### src/rtl/serial_front_pkg.sv
package serial_front_pkg;

  // Register byte offsets (software decodes these)
  localparam logic [4:0] OFF_TXDATA = 5'h00;
  localparam logic [4:0] OFF_RXDATA = 5'h04;
  localparam logic [4:0] OFF_TXCTRL = 5'h08;
  localparam logic [4:0] OFF_RXCTRL = 5'h0C;
  localparam logic [4:0] OFF_IRQEN  = 5'h10;
  localparam logic [4:0] OFF_IRQPND = 5'h14;
  localparam logic [4:0] OFF_DIVSR  = 5'h18;

  localparam int unsigned BYTE_W   = 8;
  localparam int unsigned WM_LSB   = 16;
  localparam int unsigned FLAG_BIT = 31;

  // Strobes from control to datapath
  typedef struct packed {
    logic              txPush;
    logic [BYTE_W-1:0] txByte;
    logic              rxPop;
  } strobe_t;

endpackage

### src/rtl/serial_front_fifo.sv
module serial_front_fifo #(
  parameter int unsigned DEPTH = 8,
  parameter int unsigned WIDTH = 8,
  localparam int unsigned PTR_W = $clog2(DEPTH),
  localparam int unsigned CNT_W = $clog2(DEPTH + 1)
) (
  input  logic             clk,
  input  logic             rstN,
  input  logic             push,
  input  logic [WIDTH-1:0] pushData,
  input  logic             pop,
  output logic [WIDTH-1:0] head,
  output logic [CNT_W-1:0] count
);

  logic [WIDTH-1:0] mem [DEPTH];
  logic [PTR_W-1:0] wrPtr, rdPtr;
  logic             doPush, doPop;

  assign doPush = push && (count != CNT_W'(DEPTH));
  assign doPop  = pop && (count != '0);
  assign head   = mem[rdPtr];

  function automatic logic [PTR_W-1:0] nextPtr(input logic [PTR_W-1:0] p);
    return (p == PTR_W'(DEPTH - 1)) ? '0 : p + 1'b1;
  endfunction

  always_ff @(posedge clk or negedge rstN) begin
    if (!rstN) begin
      wrPtr <= '0;
      rdPtr <= '0;
      count <= '0;
    end else begin
      if (doPush) wrPtr <= nextPtr(wrPtr);
      if (doPop)  rdPtr <= nextPtr(rdPtr);
      case ({doPush, doPop})
        2'b10:   count <= count + 1'b1;
        2'b01:   count <= count - 1'b1;
        default: count <= count;
      endcase
    end
  end

  always_ff @(posedge clk) begin
    if (doPush) mem[wrPtr] <= pushData;
  end

endmodule

### src/rtl/serial_front_dpath.sv
module serial_front_dpath
  import serial_front_pkg::*;
#(
  parameter int unsigned DEPTH = 8,
  localparam int unsigned CNT_W = $clog2(DEPTH + 1)
) (
  input  logic              clk,
  input  logic              rstN,
  input  strobe_t           strobes,
  input  logic              txEnable,
  input  logic              rxEnable,
  output logic              txValid,
  input  logic              txReady,
  output logic [BYTE_W-1:0] txData,
  input  logic              rxValid,
  input  logic [BYTE_W-1:0] rxData,
  output logic [CNT_W-1:0]  txCount,
  output logic [CNT_W-1:0]  rxCount,
  output logic [BYTE_W-1:0] rxHead
);

  logic txPop, rxPush;

  assign txValid = txEnable && (txCount != '0);
  assign txPop   = txValid && txReady;
  assign rxPush  = rxValid && rxEnable;

  serial_front_fifo #(.DEPTH(DEPTH), .WIDTH(BYTE_W)) txQueue (
    .clk(clk), .rstN(rstN),
    .push(strobes.txPush), .pushData(strobes.txByte),
    .pop(txPop), .head(txData), .count(txCount)
  );

  serial_front_fifo #(.DEPTH(DEPTH), .WIDTH(BYTE_W)) rxQueue (
    .clk(clk), .rstN(rstN),
    .push(rxPush), .pushData(rxData),
    .pop(strobes.rxPop), .head(rxHead), .count(rxCount)
  );

endmodule

### src/rtl/serial_front_ctrl.sv
module serial_front_ctrl
  import serial_front_pkg::*;
#(
  parameter int unsigned DEPTH  = 8,
  parameter int unsigned DIV_W  = 16,
  parameter int unsigned ADDR_W = 5,
  localparam int unsigned CNT_W = $clog2(DEPTH + 1),
  localparam int unsigned WM_W  = $clog2(DEPTH)
) (
  input  logic              clk,
  input  logic              rstN,
  input  logic              busSel,
  input  logic              busWrite,
  input  logic [ADDR_W-1:0] busAddr,
  input  logic [31:0]       busWdata,
  output logic [31:0]       busRdata,
  input  logic [CNT_W-1:0]  txCount,
  input  logic [CNT_W-1:0]  rxCount,
  input  logic [BYTE_W-1:0] rxHead,
  output strobe_t           strobes,
  output logic              txEnable,
  output logic              rxEnable,
  output logic              twoStop,
  output logic [DIV_W-1:0]  divisor,
  output logic              irq
);

  logic [WM_W-1:0] txWm, rxWm;
  logic [1:0]      irqEn, pending;
  logic            wrEn, rdEn, txFull, rxEmpty;
  logic            unusedWdata;

  assign unusedWdata = ^busWdata[31:WM_LSB+WM_W];
  assign wrEn    = busSel && busWrite;
  assign rdEn    = busSel && !busWrite;
  assign txFull  = (txCount == CNT_W'(DEPTH));
  assign rxEmpty = (rxCount == '0);

  function automatic logic hit(input logic [ADDR_W-1:0] a, input logic [4:0] off);
    return a == ADDR_W'(off);
  endfunction

  // Strobes toward the queues
  always_comb begin
    strobes.txPush = wrEn && hit(busAddr, OFF_TXDATA) && !txFull;
    strobes.txByte = busWdata[BYTE_W-1:0];
    strobes.rxPop  = rdEn && hit(busAddr, OFF_RXDATA) && !rxEmpty;
  end

  // Watermark conditions
  assign pending[0] = txCount < CNT_W'(txWm);
  assign pending[1] = rxCount > CNT_W'(rxWm);
  assign irq        = |(pending & irqEn);

  always_ff @(posedge clk or negedge rstN) begin
    if (!rstN) begin
      txEnable <= 1'b0;
      twoStop  <= 1'b0;
      txWm     <= '0;
      rxEnable <= 1'b0;
      rxWm     <= '0;
      irqEn    <= '0;
      divisor  <= '0;
    end else if (wrEn) begin
      if (hit(busAddr, OFF_TXCTRL)) begin
        txEnable <= busWdata[0];
        twoStop  <= busWdata[1];
        txWm     <= busWdata[WM_LSB +: WM_W];
      end
      if (hit(busAddr, OFF_RXCTRL)) begin
        rxEnable <= busWdata[0];
        rxWm     <= busWdata[WM_LSB +: WM_W];
      end
      if (hit(busAddr, OFF_IRQEN)) irqEn   <= busWdata[1:0];
      if (hit(busAddr, OFF_DIVSR)) divisor <= busWdata[DIV_W-1:0];
    end
  end

  // Read mux
  always_comb begin
    busRdata = '0;
    if (hit(busAddr, OFF_TXDATA)) begin
      busRdata[FLAG_BIT] = txFull;
    end else if (hit(busAddr, OFF_RXDATA)) begin
      busRdata[FLAG_BIT]     = rxEmpty;
      busRdata[BYTE_W-1:0]   = rxHead;
    end else if (hit(busAddr, OFF_TXCTRL)) begin
      busRdata[0]                = txEnable;
      busRdata[1]                = twoStop;
      busRdata[WM_LSB +: WM_W]   = txWm;
    end else if (hit(busAddr, OFF_RXCTRL)) begin
      busRdata[0]                = rxEnable;
      busRdata[WM_LSB +: WM_W]   = rxWm;
    end else if (hit(busAddr, OFF_IRQEN)) begin
      busRdata[1:0] = irqEn;
    end else if (hit(busAddr, OFF_IRQPND)) begin
      busRdata[1:0] = pending;
    end else if (hit(busAddr, OFF_DIVSR)) begin
      busRdata[DIV_W-1:0] = divisor;
    end
  end

endmodule

### src/rtl/serial_front.sv
module serial_front
  import serial_front_pkg::*;
#(
  parameter int unsigned DEPTH  = 8,
  parameter int unsigned DIV_W  = 16,
  parameter int unsigned ADDR_W = 5,
  localparam int unsigned CNT_W = $clog2(DEPTH + 1)
) (
  input  logic              clk,
  input  logic              rstN,
  input  logic              busSel,
  input  logic              busWrite,
  input  logic [ADDR_W-1:0] busAddr,
  input  logic [31:0]       busWdata,
  output logic [31:0]       busRdata,
  output logic              txValid,
  input  logic              txReady,
  output logic [7:0]        txData,
  input  logic              rxValid,
  input  logic [7:0]        rxData,
  output logic              txEnable,
  output logic              rxEnable,
  output logic              twoStop,
  output logic [DIV_W-1:0]  divisor,
  output logic              irq
);

  strobe_t           strobes;
  logic [CNT_W-1:0]  txCount, rxCount;
  logic [BYTE_W-1:0] rxHead;

  serial_front_ctrl #(.DEPTH(DEPTH), .DIV_W(DIV_W), .ADDR_W(ADDR_W)) ctrl (
    .clk(clk), .rstN(rstN),
    .busSel(busSel), .busWrite(busWrite), .busAddr(busAddr),
    .busWdata(busWdata), .busRdata(busRdata),
    .txCount(txCount), .rxCount(rxCount), .rxHead(rxHead),
    .strobes(strobes),
    .txEnable(txEnable), .rxEnable(rxEnable), .twoStop(twoStop),
    .divisor(divisor), .irq(irq)
  );

  serial_front_dpath #(.DEPTH(DEPTH)) dpath (
    .clk(clk), .rstN(rstN), .strobes(strobes),
    .txEnable(txEnable), .rxEnable(rxEnable),
    .txValid(txValid), .txReady(txReady), .txData(txData),
    .rxValid(rxValid), .rxData(rxData),
    .txCount(txCount), .rxCount(rxCount), .rxHead(rxHead)
  );

endmodule

### config.mk
export PLATFORM = sky130hd
export DESIGN_NAME = serial_front
export DESIGN_NICKNAME = d
export VERILOG_FILES = /design/src/rtl/serial_front_pkg.sv /design/src/rtl/serial_front_fifo.sv /design/src/rtl/serial_front_dpath.sv /design/src/rtl/serial_front_ctrl.sv /design/src/rtl/serial_front.sv
export SDC_FILE = /design/constraint.sdc
export NUM_CORES = 1
export LEC_CHECK = 0
export ABC_CLOCK_PERIOD_IN_PS = 2800
export BUFFER_PORTS_ARGS = -buffer_cell sky130_fd_sc_hd__buf_2
export CORE_MARGIN = 2
export CORE_UTILIZATION = 57
export DETAILED_ROUTE_END_ITERATION = 12
export PLACE_DENSITY = 0.9
export SLEW_MARGIN = 20
export SYNTH_ARGS = -nofsm -noshare
export SYNTH_HDL_FRONTEND = slang
export SYNTH_SLANG_ARGS = --single-unit
### constraint.sdc
create_clock -name clk -period 2.8 [get_ports clk]
set_clock_uncertainty 0.2 [all_clocks]
set_input_delay 0.14 -clock clk [delete_from_list [all_inputs] [get_ports clk]]
set_output_delay 0.14 -clock clk [all_outputs]
set_load 0.02 [all_outputs]
==> out/metrics.csv <==
stage,metric,value,unit
pwr,power_frac_clock,36.2,%
clock_network,cts_max_path_buffers,2,
cells_and_area,syn2layout_area_growth,23.55,%
cells_and_area,final_cell_area,0.009432,mm^2
synthesis,synth_common_cells,"edfxtp_1 (128), dfrtp_1 (47), mux4_2 (32), nand2_1 (30), mux2_2 (28)",
clock_network,cts_tree,yes,
timing,max_slew_margin,47.61,%
drt,drtIter0Drc,331,
drt,drc_errors,0,
worst_setup_path,crit-reg2reg-capture,dpath.txQueue.count[2],
worst_hold_path,hold_path.class,primary input to register,
synthesis,syn_avg_cell_area,16.52,um^2
synthesis,synth_seq_cells,175,
placed_design,place_area,0.008397,mm^2
pwr,vdd_drop_max,424.5,uV
worst_setup_path,rr_worst_depth,10,
drt,wl_per_cell,21.06,um
worst_setup_path,start_kind,register,
synthesis,async_flop_share,26.86,%
worst_setup_path,critPathMaxStageDelay,0.46,ns
drt,first_pass_iters,5,
timing,setup-violations-final,0,
timing,slew_viol_final,0,
placed_design,portBuffers,86,
timing,period_minus_slack,2.666,ns
synthesis,synth_cells,462,
cells_and_area,antenna_cells,0,
floorplanning,die_y,119.7,um
pwr,p_seq_share,44.5,%
global_route,grt_first_pass_wirelength,26.30,mm
clock_network,clk_latency,0.43,ns
worst_setup_path,worstPathCellList,ha_1 > a21o_1 > a211oi_2 > a21oi_1 > a221oi_1 > buf_2,
worst_setup_path,end_kind,primary output,
pwr,power_frac_comb,19.3,%
floorplanning,fp.coreArea,0.01314,mm^2
timing,rsz0062_at_grt,false,
cells_and_area,fin_nets,689,
drt,vias,4682,
drt,wirelength,17.01,mm
flow_run,max_cap_violations,0,
synthesis,synth.cell_area,0.007634,mm^2
global_route,antenna_found_initial,0,
worst_setup_path,path_buf_inv,1,
clock_network,cts_sinks,175,
drt,postRouteAntennaNets,0,
synthesis,yosysTopAreaCell,edfxtp_1,
timing,worst_slew_pin_slew,0.7858,ns
synthesis,ys_seq_area_share,65.76,%
timing,fmax,0.3751,GHz
worst_setup_path,critical_path.top_delay_family,compound AO/OA/AOI/OAI gates,
pwr,swShare,26.53,%
global_route,grt.total_usage,24.85,%
floorplanning,io_pins,112,
timing,setup_tns,0,ns
worst_setup_path,r2r-start,dpath.txQueue.count[0],
worst_setup_path,critPathArrivalTime,2.33,ns
worst_setup_path,critical_path_class,register to primary output,
drt,vias_per_cell,5.795,
pwr,p_sw,1.898,mW
synthesis,synth.distinct_cells,46,
pwr,internal-power,5.257,mW
synthesis,synth_top_cell_area_share,50.35,%
clock_network,cts_made_buffers,17,
floorplanning,dieArea,0.01433,mm^2
synthesis,ys_top_cells_by_area,"edfxtp_1 (50%), dfrtp_1 (15%), mux4_2 (9.4%)",
floorplanning,initial_core_util,58.10,%
floorplanning,die_w,119.7,um
pwr,power.density,758.6,mW/mm^2
worst_setup_path,r2r_setup_slack,0.15,ns
worst_setup_path,setup.worst_path.start,dpath.txQueue.count[1],
global_route,grt_pass1_vias,4771,
clock_network,clock-root-buffer,clkbuf_16,
status,status,"finished, final reports clean",
timing,final-hold-violation-count,0,
clock_network,cts.htree.levels,4,
timing,period_share,95.21,%
floorplanning,fp-row-count,42,
global_route,grt_max_degree,32,
worst_setup_path,slowest_stage,dfrtp_1,
cells_and_area,drive_gt1_share,36.87,%
worst_setup_path,critPathMaxFanout,7,
global_route,grt_overflow_total,0,
placed_design,gp_congestion,0.9651,
worst_setup_path,endpoint,busRdata[0],
placed_design,hpwl,10.82,mm
synthesis,yosys_warnings,0,
synthesis,synth.most_common_cell,edfxtp_1,
worst_setup_path,cp.depth,6,
worst_setup_path,required,2.46,ns
synthesis,synth_edf_count,128,
clock_network,path_clk_slew,0.07,ns
synthesis,synth-main-ff-cell,edfxtp_1,
pwr,p_total,7.155,mW
pwr,p_leak,3.789,nW
cells_and_area,fill_cells,801,
timing,holdWs,0.02531,ns
==> metrics by stage <==
stage	utilization, %	instances	setup WS [ns]
after global placement	63.91	739	0.2293
after global routing	71.79	808	0.02395
after floorplan	-	473	0.1291
after detailed placement	63.91	739	0.08651
final	71.79	808	0.1342
after CTS	71.60	806	0.03732
==> sequential cells by signal (all words and copies together), names as in the netlist, 4 cells and up <==
name	flops
dpath.txQueue.count	4
dpath.rxQueue.mem	64
dpath.txQueue.mem	64
dpath.rxQueue.count	4
ctrl.divisor	16
==> worst min-delay path by stage <==
stage               slack (ns)  depth (start not counted)        from                endpoint
finish                    0.03                          4  busAddr[2]           ctrl.rxEnable
global route              0.02                          4  busAddr[2]           ctrl.rxEnable
CTS                      0.004                          4  busAddr[2]           ctrl.rxEnable
detailed placement        0.05                          1        rstN  dpath.rxQueue.count[0]
global placement          0.03                          1        rstN  dpath.rxQueue.count[3]
floorplan                -0.36                          0        rstN         ctrl.divisor[0]
==> placed cells by master, fill, tap and decap left out, drive strengths merged, types with 5 or more instances in the layout <==
master | Yosys | routed
nor3 | 16 | 16
nand2 | 30 | 30
conb | 1 | 12
clkbuf | 9 | 19
mux4 | 32 | 32
inv | 7 | 9
ha | 19 | 19
dfrtp | 47 | 47
buf | 20 | 121
and3 | 9 | 9
clkinv | 0 | 6
nor2 | 21 | 21
o21ai | 15 | 15
edfxtp | 128 | 128
nand2b | 5 | 5
mux2 | 39 | 39
xor2 | 9 | 9
bufinv | 0 | 5
mux2i | 12 | 12
dlygate4sd3 | 0 | 35
a21oi | 8 | 8
==> tightest hold or removal path, delay by kind of cell <==
kind	cells	cell delay [ns]
multiplexers	1	0.22
buffers and inverters	2	0.18
AND/OR/NAND/NOR	1	0.08
==> power groups by stage <==
stage / registers (mW) / logic, mW / clock network [mW]
after floorplan: 3.19 / 0.935 / 0
after global placement: 3.21 / 1.24 / 0
after detailed placement: 3.23 / 1.30 / 0
after CTS: 3.18 / 1.37 / 2.61
after global routing: 3.21 / 1.48 / 2.72
final: 3.19 / 1.38 / 2.59
==> cells by family after synthesis <==
| family | synth area share [%] |
|---|---|
| other cells | 0.04913 |
| xor+xnor | 1.262 |
| compound gates | 3.016 |
| mux | 17.26 |
| buf+inv | 2.655 |
| simple gates | 6.884 |
| flops | 65.76 |
| fa+ha+maj | 3.114 |
==> cell type report <==
class	count	area, um^2	area share [%]
sequential	175	5020	53.22
multi-input combinational	262	2469	26.17
timing repair buffer	156	1044	11.06
clock buffer	19	442.9	4.696
tap	176	220.2	2.335
clock inverter	13	210.2	2.229
inverter	7	26.28	0.2786
==> metal layers <==
| metal | wire (um) | share of wire, % | up-vias | track usage, % |
|---|---|---|---|---|
| met5 | 0 | 0 | - | 0 |
| met4 | 336 | 2.0 | 0 | 8.088 |
| met3 | 896 | 5.3 | 31 | 4.658 |
| met2 | 9202 | 54 | 187 | 44.57 |
| met1 | 6579 | 39 | 2382 | 30.53 |
| li1 | - | - | 2082 | - |
==> timing repair <==
item,CTS,global route
cloned,0,0
hold buffers,35,0
setup buffers,0,2
pin swaps,0,1
hold endpoints to repair,187,0
endpoints found under the setup margin,1,4
resized for setup,2,4
No activity file was read; power rests on OpenSTA's default activity.
